--- config.mk ---
export PLATFORM = sky130hd
export DESIGN_NAME = hbdt_gate_pair
export DESIGN_NICKNAME = d
export VERILOG_FILES = /design/src/rtl/hbdt_pkg.sv /design/src/rtl/hbdt_fault_latch.sv /design/src/rtl/hbdt_sequencer.sv /design/src/rtl/hbdt_gate_pair.sv
export SDC_FILE = /design/constraint.sdc
export NUM_CORES = 1
export LEC_CHECK = 0
export BUFFER_PORTS_ARGS = -buffer_cell sky130_fd_sc_hd__buf_2
export CELL_PAD_IN_SITES_DETAIL_PLACEMENT = 0
export CELL_PAD_IN_SITES_GLOBAL_PLACEMENT = 1
export CORE_UTILIZATION = 45
export DETAILED_ROUTE_END_ITERATION = 16
export PLACE_DENSITY = 0.95
export SLEW_MARGIN = 40
export SYNTH_ARGS = -nofsm -noshare
export SYNTH_HDL_FRONTEND = slang
export SYNTH_SLANG_ARGS = --single-unit
--- constraint.sdc ---
create_clock -name clk -period 2.8 [get_ports clk]
set_input_delay 0 -clock clk [delete_from_list [all_inputs] [get_ports clk]]
set_output_delay 0 -clock clk [all_outputs]
set_load 0.05 [all_outputs]
--- src/rtl/hbdt_pkg.sv ---
package hbdt_pkg;

    typedef enum logic [2:0] {
        PH_OFF    = 3'd0,
        PH_LOW    = 3'd1,
        PH_HIGH   = 3'd2,
        PH_ARM_HI = 3'd3,
        PH_ARM_LO = 3'd4
    } phase_e;

endpackage

--- src/rtl/hbdt_fault_latch.sv ---
module hbdt_fault_latch (
    input  logic clk,
    input  logic rst_n,
    input  logic fault_in,
    input  logic fault_clr,
    output logic flt_next,
    output logic flt_q
);
    typedef struct packed {
        logic flt;
    } latch_t;

    latch_t l_d, l_q;

    always_comb begin
        l_d = l_q;
        if (l_q.flt) begin
            // release only when the source has gone away
            if (fault_clr && !fault_in) l_d.flt = 1'b0;
        end else if (fault_in) begin
            l_d.flt = 1'b1;
        end
    end

    always_ff @(posedge clk or negedge rst_n) begin
        if (!rst_n) l_q <= '0;
        else        l_q <= l_d;
    end

    assign flt_next = l_d.flt;
    assign flt_q    = l_q.flt;
endmodule

--- src/rtl/hbdt_sequencer.sv ---
module hbdt_sequencer
    import hbdt_pkg::*;
#(
    parameter int DT_W = 8
) (
    input  logic            clk,
    input  logic            rst_n,
    input  logic            pwm_in,
    input  logic [DT_W-1:0] dt_rise,
    input  logic [DT_W-1:0] dt_fall,
    input  logic            force_off,
    output logic            hs_on,
    output logic            ls_on
);
    localparam logic [DT_W-1:0] CNT_ONE  = DT_W'(1);
    localparam logic [DT_W-1:0] CNT_ZERO = '0;

    typedef struct packed {
        phase_e          ph;
        logic [DT_W-1:0] cnt;
    } seq_t;

    seq_t s_d, s_q;

    // begin a dead-time interval toward lvl, or switch at once for a zero count
    function automatic seq_t launch(input logic lvl,
                                    input logic [DT_W-1:0] r,
                                    input logic [DT_W-1:0] f);
        seq_t            o;
        logic [DT_W-1:0] n;
        n = lvl ? r : f;
        if (n == CNT_ZERO) begin
            o.ph  = lvl ? PH_HIGH : PH_LOW;
            o.cnt = CNT_ZERO;
        end else begin
            o.ph  = lvl ? PH_ARM_HI : PH_ARM_LO;
            o.cnt = n - CNT_ONE;
        end
        return o;
    endfunction

    always_comb begin
        s_d = s_q;
        unique case (s_q.ph)
            PH_OFF:    s_d = launch(pwm_in, dt_rise, dt_fall);
            PH_LOW:    if (pwm_in)  s_d = launch(1'b1, dt_rise, dt_fall);
            PH_HIGH:   if (!pwm_in) s_d = launch(1'b0, dt_rise, dt_fall);
            PH_ARM_HI: begin
                if (!pwm_in)                 s_d = launch(1'b0, dt_rise, dt_fall);
                else if (s_q.cnt == CNT_ZERO) s_d.ph = PH_HIGH;
                else                         s_d.cnt = s_q.cnt - CNT_ONE;
            end
            PH_ARM_LO: begin
                if (pwm_in)                  s_d = launch(1'b1, dt_rise, dt_fall);
                else if (s_q.cnt == CNT_ZERO) s_d.ph = PH_LOW;
                else                         s_d.cnt = s_q.cnt - CNT_ONE;
            end
            default:   s_d.ph = PH_OFF;
        endcase
        if (force_off) begin
            s_d.ph  = PH_OFF;
            s_d.cnt = CNT_ZERO;
        end
    end

    always_ff @(posedge clk or negedge rst_n) begin
        if (!rst_n) begin
            s_q.ph  <= PH_OFF;
            s_q.cnt <= CNT_ZERO;
        end else begin
            s_q <= s_d;
        end
    end

    assign hs_on = (s_q.ph == PH_HIGH);
    assign ls_on = (s_q.ph == PH_LOW);
endmodule

--- src/rtl/hbdt_gate_pair.sv ---
module hbdt_gate_pair #(
    parameter int DT_W = 8
) (
    input  logic            clk,
    input  logic            rst_n,
    input  logic            pwm_in,
    input  logic [DT_W-1:0] dt_rise,
    input  logic [DT_W-1:0] dt_fall,
    input  logic            fault_in,
    input  logic            fault_clr,
    output logic            hs_out,
    output logic            ls_out,
    output logic            fault_flag
);
    logic flt_next;
    logic flt_q;

    hbdt_fault_latch flt_i (
        .clk       (clk),
        .rst_n     (rst_n),
        .fault_in  (fault_in),
        .fault_clr (fault_clr),
        .flt_next  (flt_next),
        .flt_q     (flt_q)
    );

    hbdt_sequencer #(.DT_W(DT_W)) seq_i (
        .clk       (clk),
        .rst_n     (rst_n),
        .pwm_in    (pwm_in),
        .dt_rise   (dt_rise),
        .dt_fall   (dt_fall),
        .force_off (flt_next),
        .hs_on     (hs_out),
        .ls_on     (ls_out)
    );

    assign fault_flag = flt_q;
endmodule

After elaboration in Yosys (flattened, before gate mapping)
Cells that the tools add are included.
{ "op_classes": {"n_addsub": 4, "eq_ne": 8, "n_mux": 19, "n_reduce_logical": 10} }
{ "ops": {"columns": ["operator", "count"], "rows": [
  ["$mux 11", 7],
  ["$pmux 8 s5", 1],
  ["$logic_not 8->1", 4],
  ["$sub 8x1->8 const B", 4],
  ["$mux 8", 2],
  ["$pmux 3 s5", 1],
  ["$mux 3", 3],
  ["$mux 9", 1],
  ["$ne 4x3->1 const B", 2],
  ["$eq 3x2->1 const B", 2],
  ["$ne 3x2->1 const B", 2],
  ["$reduce_bool 6->1", 1],
  ["$reduce_and 4->1", 1],
  ["$eq 3x1->1 const B", 1],
  ["$eq 3x3->1 const B", 1],
  ["$logic_not 3->1", 1],
  ["$mux 1", 3],
  ["$reduce_and 3->1", 1],
  ["$mux 2", 1],
  ["$logic_and 1x1->1", 1],
  ["$logic_not 1->1", 1]
]} }
{ "totals": {"ff_bits": 12, "out_inout_bits": 3, "wordCells": 44} }

Depth between registers and ports, before layout
Gate-level depths: netlist (run 1).
{ "logic_depth": {"word_depth": 6, "ltp_mapped": 10, "depth_no_buf": 8} }

Modules after synthesis
A second synthesis (run 1) with hierarchy kept.
{ "unflattened": {"cells_unflattened": 213, "hier_area_um2": 1681.6} }
{ "modules_own_cells": {"columns": ["mod", "n_inst", "cells_each", "area_each_um2", "seq_area_each_um2"], "rows": [
  ["hbdt_sequencer", 1, 210, 1645.3, 275.3],
  ["hbdt_fault_latch", 1, 3, 36.3, 25.0]
]} }

Worst setup path after synthesis (run 1)
Ideal clock, no wire load.
{ "synth_timing": {"kind": "input to register", "startpoint": "input port pwm_in", "endpoint": "register seq_i.s_q[8] (netlist bit)", "setup_ns": 0.122, "t_arrival_ns": 1.757, "t_required_ns": 2.678, "path_slack_ns": 0.922, "path_stages": 10, "n_path_buf": 3, "path_cell_list": "buf_6 buf_2 mux2i_1 ha_1 nand2b_1 buf_2 ha_1 o31ai_1 o22ai_1 a32o_1"} }
{ "synth_between": {"elab_chain_cells": 5, "elab_cells_between_ends": 14} }
{ "synth_lines": {"columns": ["item", "line", "text"], "rows": [
  ["start: declaration", "hbdt_gate_pair.sv:6", "input logic pwm_in,"],
  ["$mux 8", "hbdt_sequencer.sv:31", "n = lvl ? r : f;"],
  ["$logic_not 8->1", "hbdt_sequencer.sv:32", "if (n == CNT_ZERO) begin"],
  ["$mux 11", "hbdt_sequencer.sv:32", null],
  ["$pmux 3 s5", "hbdt_sequencer.sv:44", "unique case (s_q.ph)"],
  ["$mux 11", "hbdt_sequencer.sv:60", "if (force_off) begin"],
  ["end: declaration", "hbdt_sequencer.sv:23", "seq_t s_d, s_q;"]
]} }
Several ways; a longest one is shown, not always the timed one.
A chain may end at the register's enable or synchronous reset.

Worst setup path after layout (run 1)
{ "layout_timing": {"startpoint": "register seq_i.s_q[8] (netlist bit)", "endpoint": "register seq_i.s_q[6] (netlist bit)"} }
{ "layout_between": {"elab_chain_cells": 3, "elab_cells_between_ends": 11} }
{ "layout_lines": {"columns": ["item", "line"], "rows": [
  ["$eq 3x3->1 (tied with other cells)", "hbdt_sequencer.sv:44"],
  ["$pmux 8 s5 (tied with other cells)", "hbdt_sequencer.sv:44"],
  ["$mux 11 or $reduce_and 3->1 (tied branches)", null]
]} }
Several ways; a longest one is shown, not always the timed one.

==> impl_metrics.tcl, run 1 <==
set metrics [dict create \
    r2r_end "seq_i.s_q[6]" \
    synth_top_family_by_area "simple AND/OR/NAND/NOR gates" \
    globalRouteOverflowTotal 0 \
    timing.rr.start "seq_i.s_q[8]" \
    postCtsSetupBuffers 0 \
    async_flop_share_pct 100 \
    synth-xor-area-share_pct 9.33 \
    tns_ns 0 \
    grt_pass1_wl_mm 6.76 \
    setup_viol 0 \
    track_usage_pct 23.5 \
    synth_area_um2 1600 \
    antenna_cells 0 \
    synth_cell_type_count 48 \
    drtIter0Drc 57 \
    design.die.area_um2 3790 \
    drv_cap 0 \
    rrSetupSlack_ns 0.88 \
    grt_pass1_vias 1375 \
    die-width_um 61.6 \
    grt_max_degree 22 \
    numClockSinks 12 \
    fin_worst_skew_ns 0.00418 \
    syn_inst 209 \
    cts_buffers 3 \
    fillers 363 \
    whs_ns 0.109 \
    viasPerCell 5.61 \
    dr.pass1.iters 4 \
    synth_seq_cells 12 \
    worstMarginPinSlew_ns 0.551 \
    yosysWarningCount 0 \
    clock.fmax_ghz 0.521 \
    synth_area_leaders "dfrtp_1, ha_1, nand2_1, mux2i_1, nor2_1" \
    start_kind "flop" \
    r2r_cells 6 \
    hold_viol 0 \
    irDropWorstVdd_mv 0.128 \
    synth_compound_area_share_pct 22.3 \
    port_buffers 23 \
    synth_top_area_share_pct 18.8 \
    htreeDepth 1 \
    p_seq_share_pct 32.5 \
    endpoint "seq_i.s_q[6]" \
    avgSynthCellArea_um2 7.64 \
    num-nets-final 263 \
    area_delta_synth_final_pct 11.4 \
    relSlewSlack_pct 63.1 \
    finalMaxSlewViolations 0 \
    vias 1555 \
    intPower_mw 0.403 \
    crit_start "seq_i.s_q[8]" \
    p_leak_nw 0.765 \
    ys.flop_type "dfrtp_1" \
    comb_power_share_pct 53.0 \
    clkTransAtPathRegs_ns 0.07 \
    cts_tree "yes" \
    crit_arrival_ns 2.06 \
    core_area_um2 3360 \
    status "finished, final reports clean" \
    fin_crit_sh_pct 68.6 \
    max-clock-path-buffers 2 \
    fp-row-count 21 \
    hp-class "input pin to flop" \
    regArea_um2 300 \
    syn_nets 239 \
    ant_nets 0 \
    required_ns 2.94 \
    initial_core_util_pct 47.5 \
    synth_edf_count 0 \
    antenna_found_initial 0 \
    crit_type "flop to flop" \
    synthAdderAreaFrac_pct 7.05 \
    pwr-share-clk_pct 14.5 \
    critPathMaxFanout 15 \
    multiInputGateArea_um2 1200 \
    drive_gt1_share_pct 17.7 \
    dpl.hpwl_mm 3.20 \
    critPathCaptureType "flop" \
    drc 0 \
    clock_latency_ns 0.27 \
    synth-seq-area-share_pct 18.8 \
    power.density_nw_per_um2 404 \
    postRouteWirelength_mm 4.05 \
    layout_commonest_cell "nand2_1" \
    mostFrequentLayoutCells "nand2_1, nor2_1, buf_2" \
    swShare_pct 44.0 \
    final.min_clock_period_ns 1.92 \
    root_buffer "clkbuf_4" \
    ioPinCount 24 \
    rsz0062_at_grt "false" \
    wl_per_cell_um 14.6 \
    synth_area_leader_cell "dfrtp_1" \
    synthMuxAreaShare_pct 6.58 \
    synth-simple-area-share_pct 30.2 \
    power.net_switching_mw 0.317 \
    finalWeightedCongestion 0.877 \
    die_height_um 61.6 \
]
[worst min-delay path by stage]
stage	from	endpoint	slack, ns	depth (start not counted)
2_1_floorplan	rst_n	flt_i.flt_q	-0.30	0
3_3_place_gp	rst_n	seq_i.s_q[10]	-0.11	1
3_5_place_dp	rst_n	flt_i.flt_q	-0.11	1
4_1_cts	fault_clr	flt_i.flt_q	0.11	4
5_1_grt	fault_clr	flt_i.flt_q	0.16	4
6_report	fault_clr	flt_i.flt_q	0.11	4
[timing repair]
| item | 4_1_cts | 5_1_grt |
|---|---|---|
| hold endpoints to repair | 13 | 0 |
| resized for setup | 0 | 0 |
| endpoints found under the setup margin | 0 | 0 |
| hold buffers | 2 | 0 |
[flip-flops by register name, summed over array words and instances (netlist names)]
name and count:
flt_i.flt_q 1, seq_i.s_q 11
[through the flow]
| step | std cells | setup slack (ns) | power, mW | cell area, um^2 | utilization (%) |
|---|---|---|---|---|---|
| 2_1_floorplan | 209 | 0.922 | 0.509 | 1600 | - |
| 3_3_place_gp | 272 | 0.737 | 0.608 | 1740 | 51.6 |
| 3_5_place_dp | 272 | 0.654 | 0.613 | 1740 | 51.6 |
| 4_1_cts | 277 | 0.895 | 0.719 | 1780 | 52.9 |
| 5_1_grt | 277 | 0.615 | 0.773 | 1780 | 52.9 |
| 6_report | 277 | 0.879 | 0.720 | 1780 | 52.9 |
[cell type report]
type	count	area share [%]
Multi-Input combinational cell	176	67.7
Sequential cell	12	16.9
Timing Repair Buffer	26	8.02
Tap cell	46	3.23
Inverter	14	2.95
Clock buffer	3	1.27
[power groups by stage]
stage	sequential (mW)	combinational, mW	clock [mW]
after floorplan	0.224	0.285	0
after global placement	0.235	0.373	0
after detailed placement	0.237	0.376	0
after CTS	0.233	0.381	0.105
after global routing	0.238	0.419	0.115
final	0.234	0.381	0.104
[synthesized netlist by cell type (4+ instances only)]
master / count
buf_2: 5
nor3b_1: 4
nand3b_1: 4
nor3_1: 6
o21ai_0: 6
inv_1: 14
nand2b_1: 4
nand2_1: 26
xnor2_1: 9
a21oi_1: 10
xor2_1: 8
o22ai_1: 8
nor2_1: 23
ha_1: 9
mux2i_1: 9
dfrtp_1: 12
o31ai_1: 7
a31oi_1: 6
[layer usage]
metal | track usage [%] | part of all wire [%] | routed length (um) | vias to the layer above
li1 | - | - | - | 796
met1 | 35.9 | 49 | 1980 | 708
met2 | 36.3 | 46 | 1880 | 47
met3 | 0 | 3.5 | 142 | 4
met4 | 6.67 | 1.1 | 46 | 0
met5 | 0 | 0 | 0 | -
[kinds of logic after synthesis]
kind of cell,count (synthesis)
flops,12
fa+ha+maj,9
compound gates,53
simple gates,87
buf+inv,21
xor+xnor,17
mux,10
[critical path, stage by stage (launching register included)]
cell	delay (ns)
dfrtp_1	0.55
nor2b_1	0.21
a31oi_1	0.43
nand2b_4	0.27
o21a_1	0.13
a31o_1	0.14
o21ai_1	0.05
No activity file was read; power rests on OpenSTA's default activity.
==> run 2: changes to the inputs <==
--- a/config.mk
+++ b/config.mk
@@ -5,12 +5,13 @@
 export SDC_FILE = /design/constraint.sdc
 export NUM_CORES = 1
 export LEC_CHECK = 0
+export ABC_AREA = 1
 export BUFFER_PORTS_ARGS = -buffer_cell sky130_fd_sc_hd__buf_2
 export CELL_PAD_IN_SITES_DETAIL_PLACEMENT = 0
 export CELL_PAD_IN_SITES_GLOBAL_PLACEMENT = 1
-export CORE_UTILIZATION = 45
+export CORE_UTILIZATION = 39
 export DETAILED_ROUTE_END_ITERATION = 16
-export PLACE_DENSITY = 0.95
+export PLACE_DENSITY = 0.9
 export SLEW_MARGIN = 40
 export SYNTH_ARGS = -nofsm -noshare
 export SYNTH_HDL_FRONTEND = slang
==> constraint.sdc (replaced) <==
create_clock -name clk -period 1.9 [get_ports clk]
set_input_delay 0 -clock clk [delete_from_list [all_inputs] [get_ports clk]]
set_output_delay 0 -clock clk [all_outputs]
set_load 0.05 [all_outputs]
==> impl_metrics.tcl, run 2 <==
set metrics [dict create \
    globalRouteOverflowTotal 0 \
    avgSynthCellArea_um2 5.62 \
    clock_latency_ns 0.25 \
    synth_cell_type_count 26 \
    required_ns 2.03 \
    die-width_um 68.7 \
    initial_core_util_pct 41.9 \
    fin_ws_ns 0.210 \
    tns_ns 0 \
    cts_buffers 3 \
    grt_pass1_vias 1763 \
    clock.fmax_ghz 0.592 \
    root_buffer "clkbuf_8" \
    final_area_um2 1980 \
    status "finished, final reports clean" \
    fin_crit_sh_pct 89.0 \
    final.min_clock_period_ns 1.69 \
    syn_nets 339 \
    viasPerCell 5.03 \
    postRouteWirelength_mm 4.75 \
    vias 1950 \
    synth_common_cells "nand2_1, inv_1, nand3_1" \
    synth_seq_cells 12 \
    mostFrequentLayoutCells "nand2_1, inv_1, nand3_1" \
    wl_per_cell_um 12.2 \
    synth-seq-area-share_pct 17.3 \
    numClockSinks 12 \
    ys.flop_type "dfrtp_1" \
    design.die.area_um2 4720 \
    drv_cap 0 \
    core_area_um2 4140 \
    start_kind "flop" \
    crit_arrival_ns 1.82 \
    synth_edf_count 0 \
    layout_commonest_cell "nand2_1" \
    critPathMaxFanout 5 \
    synth_area_leader_cell "nand2_1" \
    cts_tree "yes" \
    track_usage_pct 22.4 \
    async_flop_share_pct 100 \
    crit_type "flop to flop" \
    whs_ns 0.0369 \
    finalMaxSlewViolations 0 \
    place_inst 383 \
    num-nets-final 369 \
    clkTransAtPathRegs_ns 0.05 \
    relSlewSlack_pct 78.1 \
    ant_nets 0 \
    fp-row-count 23 \
    finalWeightedCongestion 0.923 \
    antenna_cells 0 \
    drive_gt1_share_pct 15.7 \
    fin_worst_skew_ns 0.00880 \
    setup_viol 0 \
    port_buffers 23 \
    dpl.hpwl_mm 4.02 \
    antenna_found_initial 0 \
    hold_viol 0 \
    hp-class "input pin to flop" \
    p_total_mw 1.61 \
    syn_inst 309 \
    drtIter0Drc 166 \
    synth_area_um2 1740 \
    synthMostInstantiatedCell "nand2_1" \
    dr.pass1.iters 4 \
    die_height_um 68.7 \
    irDropWorstVdd_mv 0.417 \
    synth_area_leaders "nand2_1, dfrtp_1, nand3_1, inv_1, nor2_1" \
    stdcell_count 388 \
    area_delta_synth_final_pct 14.1 \
    worstMarginPinSlew_ns 0.326 \
    regMostFlops "seq_i.s_q" \
    grt_pass1_wl_mm 7.91 \
    postLayoutCoreUtil_pct 47.8 \
    synth_top_area_share_pct 22.0 \
    rsz0062_at_grt "false" \
    placed_cell_area_um2 1920 \
    htreeDepth 1 \
    critPathCaptureType "flop" \
    postCtsSetupBuffers 0 \
    pre_cts_ws_ns 0.209 \
    power.density_nw_per_um2 813 \
    largest_reg_flops 11 \
    yosysWarningCount 0 \
    drc 0 \
    max-clock-path-buffers 2 \
    p_leak_nw 1.10 \
    ioPinCount 24 \
    grt_max_degree 16 \
]
-- run 2: cell count changes in the layout (fill, tap and decap cells not counted), moves of 7 or more --
| cell | change |
|---|---|
| xnor2_1 | -9 |
| o22ai_1 | -8 |
| inv_1 | +27 |
| nand2_2 | +9 |
| nand2_1 | +76 |
| nand3_1 | +34 |
| nor2_1 | +8 |
| o21ai_0 | +7 |
| mux2i_1 | -9 |
| o31ai_1 | -7 |
-- run 2: final cells by class --
type	instances	area (um^2)
Clock buffer	4	55.1
Fill cell	483	2160
Multi-Input combinational cell	247	1230
Tap cell	50	62.6
Timing Repair Buffer	28	155
Inverter	47	176
Sequential cell	12	300
-- run 2: kinds of logic after synthesis --
| group | synth area share (%) |
|---|---|
| compound gates | 9.87 |
| xor+xnor | 3.03 |
| fa+ha+maj | 6.48 |
| buf+inv | 11.7 |
| flops | 17.3 |
| simple gates | 51.6 |
-- run 2: final timing paths --
check / startpoint / endpoint / slack (ns) / cells past startpoint
max: seq_i.s_q[0] / seq_i.s_q[2] / 0.21 / 11
min: fault_in / flt_i.flt_q / 0.04 / 3
max reg2reg: seq_i.s_q[0] / seq_i.s_q[2] / 0.21 / 11
min reg2reg: seq_i.s_q[6] / seq_i.s_q[6] / 0.52 / 2
max in group asynchronous: rst_n / flt_i.flt_q / 1.51 / 2
min in group asynchronous: rst_n / seq_i.s_q[3] / 0.16 / 2
-- run 2: timing repair --
action / in CTS / in global routing
gates resized for setup: 0 / 0
endpoints found under the hold margin: 12 / 0
hold buffers: 1 / 0
-- run 2: routing by layer --
| metal | share of wire [%] | track usage, % | vias up | wire, um |
|---|---|---|---|---|
| li1 | - | - | 1041 | - |
| met1 | 50 | 32.3 | 857 | 2380 |
| met2 | 45 | 36.4 | 50 | 2150 |
| met3 | 4.2 | 2.96 | 2 | 197 |
| met4 | 0.36 | 2.55 | 0 | 17 |
| met5 | 0 | 0 | - | 0 |
-- run 2: power by group --
part           total, mW  switching, mW  internal (mW)
sequential         0.376         0.0630          0.313
clock              0.289          0.105          0.183
combinational      0.946          0.621          0.325
total               1.61          0.789          0.822
-- run 2: critical path, stage by stage, from the launching register on --
cell and delay, ns:
dfrtp_1 0.39, inv_1 0.13, ha_1 0.16, nand2_1 0.05, nor2_1 0.18, nand2_1 0.14, nand2_2 0.15, inv_2 0.06
nand2_1 0.06, nand4_1 0.09, nand3_1 0.11, nand2_1 0.05
